File: src/rtl/pwm_strobe_pkg.sv
package pwm_strobe_pkg;

    // Operating band: tells where the second transistor conducts
    typedef enum logic [1:0] {
        BAND_SPARE = 2'd0,
        BAND_LOW   = 2'd1,
        BAND_MID   = 2'd2,
        BAND_HIGH  = 2'd3
    } band_e;

    typedef struct packed {
        logic pwm;
        logic isense;
        logic vtop;
        logic vbot;
        logic vbus;
    } strobe_t;

    // True when the second transistor conducts during the PWM-high interval
    function automatic logic sw2_in_high(input band_e b);
        return (b != BAND_MID);
    endfunction

endpackage

File: src/rtl/pwm_timebase.sv
module pwm_timebase
    import pwm_strobe_pkg::*;
#(
    parameter int PERIOD = 1250,
    parameter int CNT_W  = $clog2(PERIOD + 1)
) (
    input  logic             clk,
    input  logic             rst_n,
    input  logic [CNT_W-1:0] duty_i,
    input  logic [1:0]       band_i,
    output logic [CNT_W-1:0] cnt_o,
    output logic [CNT_W-1:0] duty_o,
    output band_e            band_o,
    output logic             last_o
);

    localparam logic [CNT_W-1:0] FULL = CNT_W'(PERIOD);
    localparam logic [CNT_W-1:0] LAST = CNT_W'(PERIOD - 1);

    typedef struct packed {
        logic [CNT_W-1:0] cnt;
        logic [CNT_W-1:0] duty;
        band_e            band;
    } tb_state_t;

    tb_state_t st_d, st_q;
    logic      last;

    always_comb begin
        st_d = st_q;
        last = (st_q.cnt == LAST);
        if (last) begin
            st_d.cnt  = '0;
            st_d.duty = (duty_i > FULL) ? FULL : duty_i;
            st_d.band = band_e'(band_i);
        end else begin
            st_d.cnt = st_q.cnt + 1'b1;
        end
    end

    always_ff @(posedge clk or negedge rst_n) begin
        if (!rst_n) begin
            st_q.cnt  <= '0;
            st_q.duty <= '0;
            st_q.band <= BAND_LOW;
        end else begin
            st_q <= st_d;
        end
    end

    assign cnt_o  = st_q.cnt;
    assign duty_o = st_q.duty;
    assign band_o = st_q.band;
    assign last_o = last;

    assert_count_range_R2: assert property (@(posedge clk) disable iff (!rst_n)
        st_q.cnt <= LAST);

    assert_shadow_hold_R3: assert property (@(posedge clk) disable iff (!rst_n)
        !last |=> ($stable(st_q.duty) && $stable(st_q.band)));

    assert_duty_clamped_R4: assert property (@(posedge clk) disable iff (!rst_n)
        st_q.duty <= FULL);

endmodule

File: src/rtl/pwm_midpoints.sv
module pwm_midpoints #(
    parameter int PERIOD = 1250,
    parameter int CNT_W  = $clog2(PERIOD + 1)
) (
    input  logic [CNT_W-1:0] duty_i,
    output logic [CNT_W-1:0] on_mid_o,
    output logic [CNT_W-1:0] off_mid_o,
    output logic             on_ok_o,
    output logic             off_ok_o,
    output logic [CNT_W-1:0] isense_pos_o
);

    localparam int               EXT_W = CNT_W + 1;
    localparam logic [CNT_W-1:0] FULL  = CNT_W'(PERIOD);

    logic [CNT_W-1:0] off_len;
    logic             on_longer;

    always_comb begin
        off_len      = FULL - duty_i;
        on_mid_o     = duty_i >> 1;
        off_mid_o    = duty_i + (off_len >> 1);
        on_ok_o      = (duty_i != '0);
        off_ok_o     = (duty_i != FULL);
        on_longer    = ({duty_i, 1'b0} >= EXT_W'(PERIOD));
        isense_pos_o = on_longer ? on_mid_o : off_mid_o;
    end

endmodule

File: src/rtl/pwm_strobe_gen.sv
module pwm_strobe_gen
    import pwm_strobe_pkg::*;
#(
    parameter int PERIOD = 1250,
    parameter int CNT_W  = $clog2(PERIOD + 1)
) (
    input  logic             clk,
    input  logic             rst_n,
    input  logic [CNT_W-1:0] duty_i,
    input  logic [1:0]       band_i,
    output logic             pwm_o,
    output logic             isense_start_o,
    output logic             vtop_sample_o,
    output logic             vbot_sample_o,
    output logic             vbus_start_o
);

    localparam logic [CNT_W-1:0] FULL = CNT_W'(PERIOD);

    logic [CNT_W-1:0] cnt, duty, on_mid, off_mid, isense_pos;
    logic             on_ok, off_ok, last;
    band_e            band;

    pwm_timebase #(.PERIOD(PERIOD), .CNT_W(CNT_W)) u_timebase (
        .clk    (clk),
        .rst_n  (rst_n),
        .duty_i (duty_i),
        .band_i (band_i),
        .cnt_o  (cnt),
        .duty_o (duty),
        .band_o (band),
        .last_o (last)
    );

    pwm_midpoints #(.PERIOD(PERIOD), .CNT_W(CNT_W)) u_midpoints (
        .duty_i       (duty),
        .on_mid_o     (on_mid),
        .off_mid_o    (off_mid),
        .on_ok_o      (on_ok),
        .off_ok_o     (off_ok),
        .isense_pos_o (isense_pos)
    );

    typedef struct packed {
        strobe_t    out;
        logic [1:0] seen;
    } top_state_t;

    top_state_t st_d, st_q;
    logic       on_hit, off_hit;

    always_comb begin
        st_d           = st_q;
        on_hit         = on_ok  && (cnt == on_mid);
        off_hit        = off_ok && (cnt == off_mid);
        st_d.out.pwm    = (cnt < duty);
        st_d.out.isense = (cnt == isense_pos);
        if (sw2_in_high(band)) begin
            st_d.out.vtop = on_hit;
            st_d.out.vbot = off_hit;
        end else begin
            st_d.out.vtop = off_hit;
            st_d.out.vbot = on_hit;
        end
        st_d.out.vbus = st_d.out.vbot;
        if (last) begin
            st_d.seen = '0;
        end else if (st_q.seen != 2'd3) begin
            st_d.seen = st_q.seen + {1'b0, st_d.out.isense};
        end
    end

    always_ff @(posedge clk or negedge rst_n) begin
        if (!rst_n) begin
            st_q <= '0;
        end else begin
            st_q <= st_d;
        end
    end

    assign pwm_o          = st_q.out.pwm;
    assign isense_start_o = st_q.out.isense;
    assign vtop_sample_o  = st_q.out.vtop;
    assign vbot_sample_o  = st_q.out.vbot;
    assign vbus_start_o   = st_q.out.vbus;

    assert_isense_once_R5: assert property (@(posedge clk) disable iff (!rst_n)
        last |-> (({1'b0, st_q.seen} + {2'b00, st_d.out.isense}) == 3'd1));

    assert_zero_low_R4: assert property (@(posedge clk) disable iff (!rst_n)
        ($past(duty) == '0) |-> !st_q.out.pwm);

    assert_full_high_R4: assert property (@(posedge clk) disable iff (!rst_n)
        ($past(duty) == FULL) |-> st_q.out.pwm);

    assert_top_in_sw2_R7: assert property (@(posedge clk) disable iff (!rst_n)
        st_q.out.vtop |-> (st_q.out.pwm == sw2_in_high($past(band))));

    assert_bot_in_diode_R8: assert property (@(posedge clk) disable iff (!rst_n)
        st_q.out.vbot |-> (st_q.out.pwm != sw2_in_high($past(band))));

    assert_cap_exclusive_R8: assert property (@(posedge clk) disable iff (!rst_n)
        !(st_q.out.vtop && st_q.out.vbot));

endmodule

File: config.mk
export PLATFORM = sky130hd
export DESIGN_NAME = pwm_strobe_gen
export DESIGN_NICKNAME = d
export VERILOG_FILES = /design/src/rtl/pwm_strobe_pkg.sv /design/src/rtl/pwm_timebase.sv /design/src/rtl/pwm_midpoints.sv /design/src/rtl/pwm_strobe_gen.sv
export SDC_FILE = /design/constraint.sdc
export NUM_CORES = 1
export LEC_CHECK = 0
export BUFFER_PORTS_ARGS = -buffer_cell sky130_fd_sc_hd__buf_2
export CORE_ASPECT_RATIO = 1.4
export CORE_MARGIN = 2
export CORE_UTILIZATION = 40
export CTS_CLUSTER_DIAMETER = 50
export DETAILED_ROUTE_END_ITERATION = 12
export GPL_ROUTABILITY_DRIVEN = 0
export HOLD_SLACK_MARGIN = 0.15
export SYNTH_ARGS = -nofsm -noshare
export SYNTH_HDL_FRONTEND = slang
export SYNTH_SLANG_ARGS = --single-unit
File: constraint.sdc
create_clock -name clk -period 8.86 [get_ports clk]
set_input_delay 1.329 -clock clk [delete_from_list [all_inputs] [get_ports clk]]
set_output_delay 1.329 -clock clk [all_outputs]
set_load 0.1 [all_outputs]
* Yosys cells after proc, flatten, opt, wreduce, memory -nomap -nowiden
Cells that the tools add are included. Widths: inputs -> output; s select.
Word-level totals: register bits 28, output and inout port bits 5
Operators by class: reductions and logical operators 3, multiplexer cells 4, add/sub/neg operators 3, order comparisons 3, eq/ne operators 6
Operators with widths (number):
- $mux 11 | 3
- $eq 11x11->1 | 2
- $ge 12x11->1 const B | 1
- $add 11x1->11 const B | 1
- $add 11x10->11 | 1
- $eq 11x10->1 | 1
- $eq 11x11->1 const B | 1
- $gt 11x11->1 const B | 1
- $lt 11x11->1 | 1
- $ne 11x11->1 const B | 1
- $reduce_bool 11->1 | 1
- $sub 11x11->11 const A | 1
- $logic_and 1x1->1 | 2
- $mux 2 | 1
- $ne 2x2->1 const B | 1

* Depth between registers and ports, before layout
word-level depth 5, depth in mapped cells 16, depth with buffers taken out 15

* By module
Synthesis repeated with hierarchy kept, for this count alone.
Unflattened totals: cell total of the unflattened synthesis 333, area total of the unflattened synthesis 2950.3 um^2
By module, submodules not included:
- pwm_timebase | area an instance 1129.8 um^2, cells an instance 101, times used 1
- pwm_midpoints | area an instance 1073.5 um^2, cells an instance 147, times used 1
- pwm_strobe_gen | area an instance 747.0 um^2, cells an instance 85, times used 1

* Worst setup path before layout
No wires, ideal clock.
kind reg2reg, start point reg, netlist name u_timebase.duty_o[1], end point reg st_q, in the netlist isense_start_o, data required time 8.749 ns, arrival time 3.179 ns, slack 5.570 ns, cell stages (with the launch flop) 15, path through dfrtp_1 > inv_1 > ha_1 > a21oi_1 > or3_1 > xnor2_1 > ha_1 > inv_1 > a2111oi_2 > o41ai_1 > a21oi_1 > o41ai_2 > xnor2_2 > nand4_1 > a2111oi_2
RTL lines:
- end signal, assigned | RTL line pwm_strobe_gen.sv:77 | st_q <= st_d;
- end, declared | RTL line pwm_strobe_gen.sv:49 | top_state_t st_d, st_q;

==> impl_metrics.toml <==
[floorplan]
num_rows = 34
core_um2 = 6300
die_w_um = 72.4
die_h_um = 99.8
io-pin-count = 20
start_util_pct = 41.7
dieArea_um2 = 7230

[critical_path]
crit_slowest_cell = "dfrtp_1"
worstPathCellList = "inv_1, ha_1, a21oi_1, or3_1, xnor2_1, ha_1, inv_1, a2111oi_2, o41ai_1, a21oi_1, o41ai_2, xnor2_2, nand4_1, a2111oi_2"
critPathLaunchType = "flip-flop"
max_stage_delay_ns = 0.48
worstSetupEndpointType = "flip-flop"
required_ns = 9.03
cp_max_fo = 7
critPathArrivalTime_ns = 3.96
critPathKind = "flip-flop to flip-flop"

[run]
max-cap-violations = 0

[routing]
vias = 2199
dr.pass1.iters = 4
routedWlPerCell_um = 16.9
wl_um = 6480
via_per_inst = 5.74
ant_nets = 0
drc = 0
drtIter0Drc = 75

[clocking]
worst_skew_pair.late_latency_ns = 0.27
holdBufCountCts = 0
clockBufferDepth = 2
ctsHtreeMaxLevel = 1
cts_buffers = 3
postCtsSetupBuffers = 0
clkSinkCount = 28
cts_tree = "done"
clkTransAtPathRegs_ns = 0.10
root_buffer = "clkbuf_8"
post_cts_resized = 0

[power]
p_per_area_nw_per_um2 = 76.4
vdd_ir_drop_max_mv = 0.115
p_total_uw = 214
p_leak_nw = 1.22

[yosys]
async_reset_ff_share_pct = 100
synth_largest_area_cell = "dfrtp_1"
synthesis.area_um2 = 2620
ys_warn_count = 0
synth_cells = 300
syn_nets = 343
ys_seq_area_share_pct = 26.8
synth_area_leaders = "dfrtp_1 26%, ha_1 13%, xnor2_1 8.7%, nand2_1 3.9%, xor2_1 3.7%"
synth-edff-count = 0
synth.avg_cell_area_um2 = 8.74
ys_types = 65
synth_top_area_share_pct = 25.8
ys.flop_type = "dfrtp_1"
synth_commonest_cells = "28 x ha_1, 27 x dfrtp_1, 27 x nand2_1"
synth.most_common_cell = "ha_1"
synth-seq-cells = 28

[layout]
antennaDiodeCount = 0
nets = 355
syn2layout_area_growth_pct = 6.87
drive_above_1_share_pct = 13.5
fin_util_pct = 44.5

[grt]
track_usage_pct = 19.1
grt_pass1_wl_um = 10700
grt_overflow_total = 0
antenna_found_initial = 0
grt_pass1_vias = 2186
grt_max_degree = 29

[timing]
period_minus_slack_ns = 3.79
slew-limit-headroom_pct = 51.3
worst_slew_pin_slew_ns = 0.712
rsz0062_at_grt = "no"
fin_crit_sh_pct = 42.8
fin_tns_setup_ns = 0
setup_viol = 0
final-max-slew-violation-count = 0
skew_ns = 0.0100
max_freq_ghz = 0.264
final_hold_viol_count = 0

[run_status]
status = "complete, no violations"

[placement]
dp_hpwl_um = 5120
place.port_buffers = 19

[worst_hold_path]
hold_class = "flip-flop to flip-flop"
-- placed cells by master, fill, tap and decap left out, drive strengths merged, types with 3 or more instances in the layout --
cell type and count:
nor3 6, xor2 11, or3 3, xnor2 28
nor2 23, o21ai 18, and3 6, clkbuf 4
nor2b 3, dfrtp 27, nand4 5, nand2 27
ha 28, nand3 10, o211ai 5, nand2b 6
nand3b 3, a21oi 16, buf 19, a2111oi 4
a21o 5, inv 14
-- path summary, 6_finish.rpt --
kind,startpoint,to,slack (ns),cells after the start
max,u_timebase.duty_o[1],isense_start_o,5.07,14
min,u_timebase.band_o[0],u_timebase.band_o[0],0.47,2
max reg2reg,u_timebase.duty_o[1],isense_start_o,5.07,14
min reg2reg,u_timebase.band_o[0],u_timebase.band_o[0],0.47,2
max in group asynchronous,rst_n,u_timebase.duty_o[7],7.38,1
min in group asynchronous,rst_n,u_timebase.duty_o[2],1.07,1
-- cell families (layout without fill, tap and decap cells) --
group	Yosys count	count (layout)	synth area share, %
simple gates	106	106	21.5
compound gates	72	72	19.9
fa+ha+maj	28	28	13.4
flops	28	28	26.8
buf+inv	27	38	4.44
xor+xnor	39	39	14.0
-- per-layer routing --
metal	wire length (um)	track usage, %	vias to the layer above	share of wire [%]
met5	0	0	-	0
li1	-	-	1097	-
met2	3410	33.2	37	53
met3	129	1.61	12	2.0
met1	2740	24.0	1053	42
met4	191	7.98	0	2.9
-- where the power goes --
part           switching, mW  internal, mW
registers                  0         0.128
logic                0.00464       0.00262
clock network         0.0393        0.0398
-- worst max-delay path: cells and delay by family (launching register included) --
family                   cells  cell delay [ns]
AO/OA/AOI/OAI                6             1.53
XOR/XNOR                     2             0.31
adder cells (fa/ha/maj)      2             0.50
buffers and inverters        2             0.37
flip-flops                   1             0.48
AND/OR/NAND/NOR              2             0.48
-- sequential cells by signal, summed over array words and instances (netlist names) --
register           count
isense_start_o         1
vtop_sample_o          1
pwm_o                  1
vbus_start_o           1
u_timebase.duty_o     11
u_timebase.band_o      2
u_timebase.cnt_o      11
-- through the flow --
stage                     cells  cell area, um^2  hold slack, ns  setup slack [ns]
final                       383             2800           0.470              5.07
after global routing        383             2800           0.492              4.75
after CTS                   383             2800           0.471              5.07
after detailed placement    379             2750           0.455              5.10
after global placement      379             2750           0.449              5.19
after floorplan             300             2620           0.438              5.57
-- final cells by class --
class                           instances  area [um^2]
Fill cell                             629         3490
Timing Repair Buffer                   19         95.1
Sequential cell                        28          702
Multi-Input combinational cell        245         1800
Inverter                               15         56.3
Clock buffer                            4         55.1
Tap cell                               72         90.1
(Power assumes the default switching activity.)
